`src/rtl/dreq_seq_pkg.sv`:
```
package dreq_seq_pkg;
  typedef enum logic [2:0] {
    ST_IDLE,
    ST_BREQ,
    ST_ACT,
    ST_SNGL,
    ST_DEAD
  } seq_st_e;
endpackage

```
`src/rtl/dreq_pin_arm.sv`:
```
module dreq_pin_arm (
  input  logic clk,
  input  logic rst,
  input  logic en_i,
  input  logic req_n_i,
  input  logic act_i,
  input  logic sgl_end_i,
  output logic pend_o
);
  logic pend_q;
  logic acc_q;
  logic hi_q;
  logic gate_q;
  logic see_hi;

  assign see_hi = hi_q | req_n_i;

  always_ff @(posedge clk) begin
    if (rst || !en_i) begin
      pend_q <= 1'b0;
      acc_q  <= 1'b1;
      hi_q   <= 1'b0;
      gate_q <= 1'b0;
    end else if (act_i) begin
      pend_q <= 1'b0;
      acc_q  <= 1'b0;
      hi_q   <= 1'b0;
      gate_q <= 1'b0;
    end else if (acc_q) begin
      if (!req_n_i) pend_q <= 1'b1;
    end else if (!pend_q) begin
      if (see_hi && (gate_q || sgl_end_i)) begin
        acc_q  <= 1'b1;
        hi_q   <= 1'b0;
        gate_q <= 1'b0;
      end else begin
        hi_q <= see_hi;
        if (sgl_end_i) gate_q <= 1'b1;
      end
    end
  end

  assign pend_o = pend_q;

  // a held request survives until activation
  p_hold_until_act_r3: assert property (@(posedge clk) disable iff (rst)
    (pend_q && en_i && !act_i) |=> pend_q);

  // activation removes the pending request
  p_clear_on_act_r6: assert property (@(posedge clk) disable iff (rst)
    (act_i && en_i) |=> !pend_q);

  // acceptance reopens only after a high sample
  p_rearm_needs_high_r7: assert property (@(posedge clk) disable iff (rst)
    ($rose(acc_q) && $past(en_i)) |-> ($past(hi_q) || $past(req_n_i)));
endmodule

```
`src/rtl/dreq_xfer_cnt.sv`:
```
module dreq_xfer_cnt #(
  parameter int CNT_W = 8
) (
  input  logic             clk,
  input  logic             rst,
  input  logic             load_i,
  input  logic [CNT_W-1:0] load_val_i,
  input  logic             dec_i,
  output logic             last_o
);
  logic [CNT_W-1:0] cnt_q;

  always_ff @(posedge clk) begin
    if (rst)         cnt_q <= '0;
    else if (load_i) cnt_q <= load_val_i;
    else if (dec_i)  cnt_q <= cnt_q - CNT_W'(1);
  end

  assign last_o = (cnt_q == CNT_W'(1));

  // a transfer never runs with an empty count
  p_no_underflow_r8: assert property (@(posedge clk) disable iff (rst)
    dec_i |-> (cnt_q != '0));
endmodule

```
`src/rtl/dreq_seq_fsm.sv`:
```
module dreq_seq_fsm
  import dreq_seq_pkg::*;
#(
  parameter int SGL_CYC = 2
) (
  input  logic clk,
  input  logic rst,
  input  logic en_i,
  input  logic pend_i,
  input  logic gnt_i,
  input  logic last_i,
  output logic act_o,
  output logic sgl_end_o,
  output logic dead_end_o,
  output logic breq_o,
  output logic ack_n_o
);
  localparam int SW = (SGL_CYC > 1) ? $clog2(SGL_CYC) : 1;

  seq_st_e       state_q, nxt;
  logic [SW-1:0] scnt_q;
  logic          breq_q, ack_q;
  logic          sgl_end;

  assign sgl_end = (state_q == ST_SNGL) && (scnt_q == SW'(SGL_CYC - 1));

  always_comb begin
    nxt = state_q;
    case (state_q)
      ST_IDLE: if (en_i && pend_i) nxt = ST_BREQ;
      ST_BREQ: if (gnt_i) nxt = ST_ACT;
      ST_ACT:  nxt = ST_SNGL;
      ST_SNGL: if (sgl_end) nxt = last_i ? ST_DEAD : ST_IDLE;
      ST_DEAD: nxt = ST_IDLE;
      default: nxt = ST_IDLE;
    endcase
  end

  always_ff @(posedge clk) begin
    if (rst) begin
      state_q <= ST_IDLE;
      scnt_q  <= '0;
      breq_q  <= 1'b0;
      ack_q   <= 1'b1;
    end else begin
      state_q <= nxt;
      scnt_q  <= (state_q == ST_SNGL && !sgl_end) ? scnt_q + SW'(1) : '0;
      breq_q  <= (nxt != ST_IDLE);
      ack_q   <= (nxt != ST_SNGL);
    end
  end

  assign act_o      = (state_q == ST_ACT);
  assign sgl_end_o  = sgl_end;
  assign dead_end_o = (state_q == ST_DEAD);
  assign breq_o     = breq_q;
  assign ack_n_o    = ack_q;

  // activation only after a sampled grant
  p_act_after_grant_r4: assert property (@(posedge clk) disable iff (rst)
    (state_q == ST_ACT) |-> $past(gnt_i));

  // acknowledge starts right after activation
  p_ack_after_act_r4: assert property (@(posedge clk) disable iff (rst)
    $fell(ack_n_o) |-> $past(state_q == ST_ACT));

  // acknowledge only while holding the bus
  p_ack_has_bus_r5: assert property (@(posedge clk) disable iff (rst)
    !ack_n_o |-> breq_o);

  // dead state lasts one cycle
  p_dead_one_cycle_r9: assert property (@(posedge clk) disable iff (rst)
    (state_q == ST_DEAD) |=> (state_q == ST_IDLE));
endmodule

```
`src/rtl/dreq_edge_seq.sv`:
```
module dreq_edge_seq #(
  parameter int CNT_W   = 8,
  parameter int SGL_CYC = 2
) (
  input  logic             clk,
  input  logic             rst,
  input  logic             req_n_i,
  input  logic             cfg_wr_i,
  input  logic [CNT_W-1:0] cfg_cnt_i,
  output logic             bus_req_o,
  input  logic             bus_gnt_i,
  output logic             ack_n_o,
  output logic             done_o
);
  logic en_q, done_q;
  logic wr_ok, cnt_zero;
  logic pend, act, sgl_end, dead_end, last;

  assign wr_ok    = cfg_wr_i && !en_q;
  assign cnt_zero = (cfg_cnt_i == '0);

  always_ff @(posedge clk) begin
    if (rst) begin
      en_q   <= 1'b0;
      done_q <= 1'b0;
    end else if (wr_ok) begin
      en_q   <= !cnt_zero;
      done_q <= cnt_zero;
    end else if (dead_end) begin
      en_q   <= 1'b0;
      done_q <= 1'b1;
    end
  end

  dreq_pin_arm u_arm (
    .clk       (clk),
    .rst       (rst),
    .en_i      (en_q),
    .req_n_i   (req_n_i),
    .act_i     (act),
    .sgl_end_i (sgl_end),
    .pend_o    (pend)
  );

  dreq_xfer_cnt #(.CNT_W(CNT_W)) u_cnt (
    .clk        (clk),
    .rst        (rst),
    .load_i     (wr_ok),
    .load_val_i (cfg_cnt_i),
    .dec_i      (sgl_end),
    .last_o     (last)
  );

  dreq_seq_fsm #(.SGL_CYC(SGL_CYC)) u_fsm (
    .clk        (clk),
    .rst        (rst),
    .en_i       (en_q),
    .pend_i     (pend),
    .gnt_i      (bus_gnt_i),
    .last_i     (last),
    .act_o      (act),
    .sgl_end_o  (sgl_end),
    .dead_end_o (dead_end),
    .breq_o     (bus_req_o),
    .ack_n_o    (ack_n_o)
  );

  assign done_o = done_q;

  // zero count finishes at once
  p_zero_load_r10: assert property (@(posedge clk) disable iff (rst)
    (cfg_wr_i && !en_q && cnt_zero) |=> (done_o && !en_q));

  // finished channel holds no bus
  p_done_no_bus_r9: assert property (@(posedge clk) disable iff (rst)
    (done_q && !en_q) |-> !bus_req_o);

  // a write while enabled leaves the enable in place
  p_wr_ignored_r11: assert property (@(posedge clk) disable iff (rst)
    (cfg_wr_i && en_q && !dead_end) |=> en_q);
endmodule

```
`config.mk`:
```
export PLATFORM = sky130hd
export DESIGN_NAME = dreq_edge_seq
export DESIGN_NICKNAME = d
export VERILOG_FILES = /design/src/rtl/dreq_seq_pkg.sv /design/src/rtl/dreq_pin_arm.sv /design/src/rtl/dreq_xfer_cnt.sv /design/src/rtl/dreq_seq_fsm.sv /design/src/rtl/dreq_edge_seq.sv
export SDC_FILE = /design/constraint.sdc
export NUM_CORES = 1
export LEC_CHECK = 0
export BUFFER_PORTS_ARGS = -buffer_cell sky130_fd_sc_hd__buf_4
export CAP_MARGIN = 30
export CORE_MARGIN = 8
export CORE_UTILIZATION = 55
export CTS_CLUSTER_DIAMETER = 120
export DETAILED_ROUTE_END_ITERATION = 16
export HOLD_SLACK_MARGIN = 0.15
export PLACE_DENSITY = 0.88
export SYNTH_ARGS = -nofsm -noshare
export SYNTH_HDL_FRONTEND = slang
export SYNTH_SLANG_ARGS = --single-unit
```
`constraint.sdc`:
```
create_clock -name clk -period 4.2 [get_ports clk]
set_input_delay 0.42 -clock clk [delete_from_list [all_inputs] [get_ports clk]]
set_output_delay 0.42 -clock clk [all_outputs]
set_load 0.03 [all_outputs]
```
**After elaboration in Yosys (flattened, before gate mapping)**

Cells that the tools add are included.
W data, S select, Z words.

- Register bits after elaboration: 20
- Bits of input ports: 13
- Output and inout bits: 3
- Logic and storage cells: 63

- Add/subtract/negate cells: 2
- Eq/ne operators: 6
- Muxes and demuxes: 18
- Bitwise logic cells: 5
- Reduce and logical (&&, ||, !) cells: 21

Operator list:

| operator | count |
|---|---|
| $mux W8 | 2 |
| $mux W3 | 4 |
| $pmux W3 S4 | 1 |
| $mux W1 | 11 |
| $eq A8 B1 Y1 const B | 1 |
| $logic_not A8 Y1 | 1 |
| $sub A8 B1 Y8 const B | 1 |
| $eq A3 B2 Y1 const B | 2 |
| $reduce_bool A2 Y1 | 3 |
| $logic_and A1 B1 Y1 | 5 |
| $not A1 Y1 | 4 |
| $reduce_and A2 Y1 | 2 |
| $reduce_or A2 Y1 | 2 |
| $eq A3 B1 Y1 const B | 1 |
| $eq A3 B3 Y1 const B | 1 |
| $logic_not A1 Y1 | 3 |
| $logic_not A3 Y1 | 1 |
| $ne A3 B2 Y1 const B | 1 |
| $reduce_and A3 Y1 | 1 |
| $reduce_bool A3 Y1 | 1 |
| $logic_or A1 B1 Y1 | 2 |
| $add A1 B1 Y1 const B | 1 |
| $or A1 B1 Y1 | 1 |

**Depth between registers and ports, before layout**

- Depth in word-level cells: 8
- Depth in mapped cells: 5
- Gate-level depth less buffers: 5

**Hierarchy**

From an unflattened synthesis, not the netlist that was laid out.

- Cell total of the unflattened synthesis: 110
- Area, all modules: 1012.2 µm²

By module, submodules not included:

| module | instances | cells each | area each (µm²) | seq. area each (µm²) |
|---|---|---|---|---|
| dreq_xfer_cnt | 1 | 56 | 473.0 | 160.2 |
| dreq_seq_fsm | 1 | 24 | 240.2 | 120.1 |
| dreq_pin_arm | 1 | 19 | 186.4 | 80.1 |
| dreq_edge_seq | 1 | 11 | 112.6 | 40.0 |

**Worst setup path after synthesis**

No wires, ideal clock.

- Kind: reg-to-reg
- Start point: register u_cnt.cnt_q[3]
- End point: register u_cnt.cnt_q[7]
- Arrival: 1.550 ns
- Required time: 4.109 ns
- Path slack: 2.559 ns
- Cell stages (with the launch flop): 4
- Clock period less this slack: 1.641 ns
- Cells stage by stage: dfxtp_1 -> or4_4 -> or4_1 -> a311oi_1

- Longest elaborated chain between the ends: 3

Ends and longest elaborated chain:

| what | RTL line | source |
|---|---|---|
| start: declaration | dreq_xfer_cnt.sv:11 | `logic [CNT_W-1:0] cnt_q;` |
| start signal: assignment | dreq_xfer_cnt.sv:15 | `else if (load_i) cnt_q <= load_val_i;` |
| start signal: assignment | dreq_xfer_cnt.sv:16 | `else if (dec_i) cnt_q <= cnt_q - CNT_W'(1);` |
| $sub A8 B1 Y8 | dreq_xfer_cnt.sv:16 |  |
| $mux W8 | dreq_xfer_cnt.sv:16 |  |
| $mux W8 | dreq_xfer_cnt.sv:15 |  |

No other way between the ends. The select of a mux whose other input is x is not followed.
A chain may end at the register's enable or synchronous reset.

**Worst setup path after layout**

- Start point: register u_fsm.state_q[0]
- End point: register u_cnt.cnt_q[5]

- Longest elaborated chain between the ends: 3

Ends and longest elaborated chain:

| what | RTL line | source |
|---|---|---|
| start: declaration | dreq_seq_fsm.sv:20 | `seq_st_e state_q, nxt;` |
| start signal: assignment | dreq_seq_fsm.sv:46 | `state_q <= nxt;` |
| $eq A3 B2 Y1 | dreq_seq_fsm.sv:25 | `assign sgl_end = (state_q == ST_SNGL) && (scnt_q == SW'(SGL_CYC - 1));` |
| $logic_and A1 B1 Y1 | dreq_seq_fsm.sv:25 |  |
| $reduce_bool A2 Y1 (no line) | n/a |  |

No other way between the ends.

==> metrics.cfg <==
[critical_path]
cp_max_fo=12
setup.worst_path.start=u_fsm.state_q[0]$_SDFF_PP0_
path_buf_inv=0
worstPathRequired_ns=4.41
critPathTopFamily=simple AND/OR/NAND/NOR gates
reg2reg_from=u_fsm.state_q[0]$_SDFF_PP0_
worst_setup_path_start_kind=flop
cpMaxStageDelayCell=or4_1
worstSetupEndpointType=flop
worstPathCellList=nand4b_1, or4_1, a311oi_1
setup.worst_path.class=flop to flop
max_stage_delay_ns=0.62
cp.arrival_ns=2.12

[sta]
skew_ns=0.00199
period_needed_ns=1.91
tns_ns=0
max_slew_margin=0.579
hold_violations=0
fmax_ghz=0.524
final-max-slew-violation-count=0
fin_crit_sh=0.454
tightest_slew_ns=0.632
whs_ns=0.399
rsz0062_at_grt=no
setup_viol=0

[clock_tree]
cts_resized=0
clockBufferDepth=2
path_clk_slew_ns=0.11
numCtsBuffers=3
cts_max_level=1
hold_buffers=0
post_cts_buffers=0
cts_num_sinks=20
worstSkewPairLatency_ns=0.30
cts_tree=done
cts_root_buffer=clkbuf_4

[floorplan]
die_x_um=58.7
pin_count=16
fp-row-count=15
die-area_um2=3440
initial_utilization=0.580
coreArea_um2=1730
die_y_um=58.7

[layout]
drive_above_1_share=0.195
final_area_um2=1150
finalNonFillerCells=153
area_delta_synth_final_pct=14.9
fin_nets=144
fillers=154
diodes=0

[placement]
place_inst=149
postPlaceCellArea_um2=1110
dpl.hpwl_mm=1.70
gp_congestion=0.811
portBuffers=15

[min_path]
hold_path_class=input pin to flop
min_from=rst

[global_route]
grt_overflow=0
grt_pass1_wl_mm=3.99
grt_usage=0.145
grt_pass1_vias=901
antenna_found_initial=0
grt_max_degree=18

[drt]
firstDrtPassIters=4
totalWireLength_mm=2.27
dr.first_iter.drc_count=10
post-route-drc-count=0
viasPerCell=6.15
wl_per_cell_um=14.8
num_vias=941
drtAntennaViolNets=0

[synthesis]
syn_inst=116
synthesis.nets=131
synth_ff_type=dfxtp_1
synth.avg_cell_area_um2=8.64
synth-seq-cells=20
ys_seq_area_frac=0.400
synth_edf_count=0
ys_warn_count=0
yosys.cell_types.count=39
async_flop_share=0
netlist_area_um2=1000

[pwr]
leakage_nw=0.454
worst_ir_drop_vdd_mv=0.183
cellPowerDensity_nw_per_um2=327
p_total_uw=377

[run_status]
outcome=finished, final reports clean

[run]
drv_cap=0

power by group:
group	internal, mW	switching (mW)	total, mW
clock	0.0529	0.0583	0.111
sequential	0.199	0.00956	0.208
combinational	0.0271	0.0300	0.0572
total	0.279	0.0979	0.377
cell type report:
class / instances / area, um^2 / share of cell area
repair buffers: 15 / 113 / 0.0978
clock buffers: 4 / 36.3 / 0.0315
flip-flops and latches: 20 / 400 / 0.348
multi-input cells: 82 / 544 / 0.473
well taps: 25 / 31.3 / 0.0272
inverters: 7 / 26.3 / 0.0228
worst reg2reg max path, stage by stage (launching register included):
cell,delay (ns)
dfxtp_1,0.50
nand4b_1,0.42
or4_1,0.62
a311oi_1,0.28
routing by layer:
metal	global-route usage	routed length, um	up-vias
met2	0.235	1130	20
met1	0.170	1000	453
li1	-	-	462
met3	0.0391	91	6
met4	0.0751	38	0
met5	0	0	-
metrics by stage:
step	util	worst slack, ns
6_report	0.667	2.29
5_1_grt	0.667	2.11
4_1_cts	0.667	2.30
3_5_place_dp	0.646	2.32
3_3_place_gp	0.646	2.46
2_1_floorplan	-	2.56
logic make-up (layout without fill, tap and decap cells):
logic type / count (synthesis) / in the layout / share of synthesized area
xor+xnor: 1 / 1 / 0.00874
flops: 20 / 20 / 0.399
compound gates: 33 / 33 / 0.237
simple gates: 46 / 46 / 0.272
fa+ha+maj: 2 / 2 / 0.0250
buf+inv: 14 / 26 / 0.0574
registers in the layout, indices dropped and copies added, names as in the netlist:
signal	flops
u_fsm.scnt_q	1
done_o	1
u_arm.gate_q	1
u_arm.hi_q	1
u_fsm.ack_n_o	1
u_arm.pend_o	1
en_q	1
u_fsm.breq_o	1
u_fsm.state_q	3
u_arm.acc_q	1
u_cnt.cnt_q	8
cell usage after synthesis (2+ instances only):
cell type / number / area, um^2
o21a_1: 3 / 22.5
ha_1: 2 / 25.0
buf_2: 4 / 20.0
o21ai_0: 5 / 25.0
nor4_1: 3 / 18.8
clkbuf_1: 3 / 11.3
nor3_1: 5 / 25.0
nor4b_1: 2 / 17.5
or4_1: 3 / 22.5
inv_1: 7 / 26.3
nand2_1: 3 / 11.3
nand2b_1: 3 / 18.8
a311oi_1: 6 / 52.6
dfxtp_1: 20 / 400
or2_2: 2 / 12.5
nor2_1: 13 / 48.8
o31ai_1: 3 / 22.5
nand4b_1: 2 / 17.5
a21oi_1: 6 / 30.0
nor2b_1: 2 / 12.5
path summary, 6_finish.rpt:
check,end,slack [ns],depth (start not counted)
setup / recovery,u_cnt.cnt_q[5]$_SDFFE_PP0P_,2.29,3
hold / removal,u_cnt.cnt_q[6]$_SDFFE_PP0P_,0.40,2
setup reg to reg,u_cnt.cnt_q[5]$_SDFFE_PP0P_,2.29,3
hold reg to reg,u_fsm.state_q[2]$_SDFF_PP0_,0.48,1
cells in the final DEF, fill, tap and decap left out, types with 2 or more instances in the layout:
cell type and instances:
nor2_1 13, ha_1 2, or2_2 2, inv_1 7, nor3_1 5, o21ai_0 5
nor4_1 3, o31ai_1 3, or4_1 3, a21oi_1 6, dfxtp_1 20, nor4b_1 2
nand2b_1 3, a311oi_1 6, nor2b_1 2, nand2_1 3, o21a_1 3, clkbuf_4 3
buf_4 15, nand4b_1 2
Power figures use the tool's default switching activity.
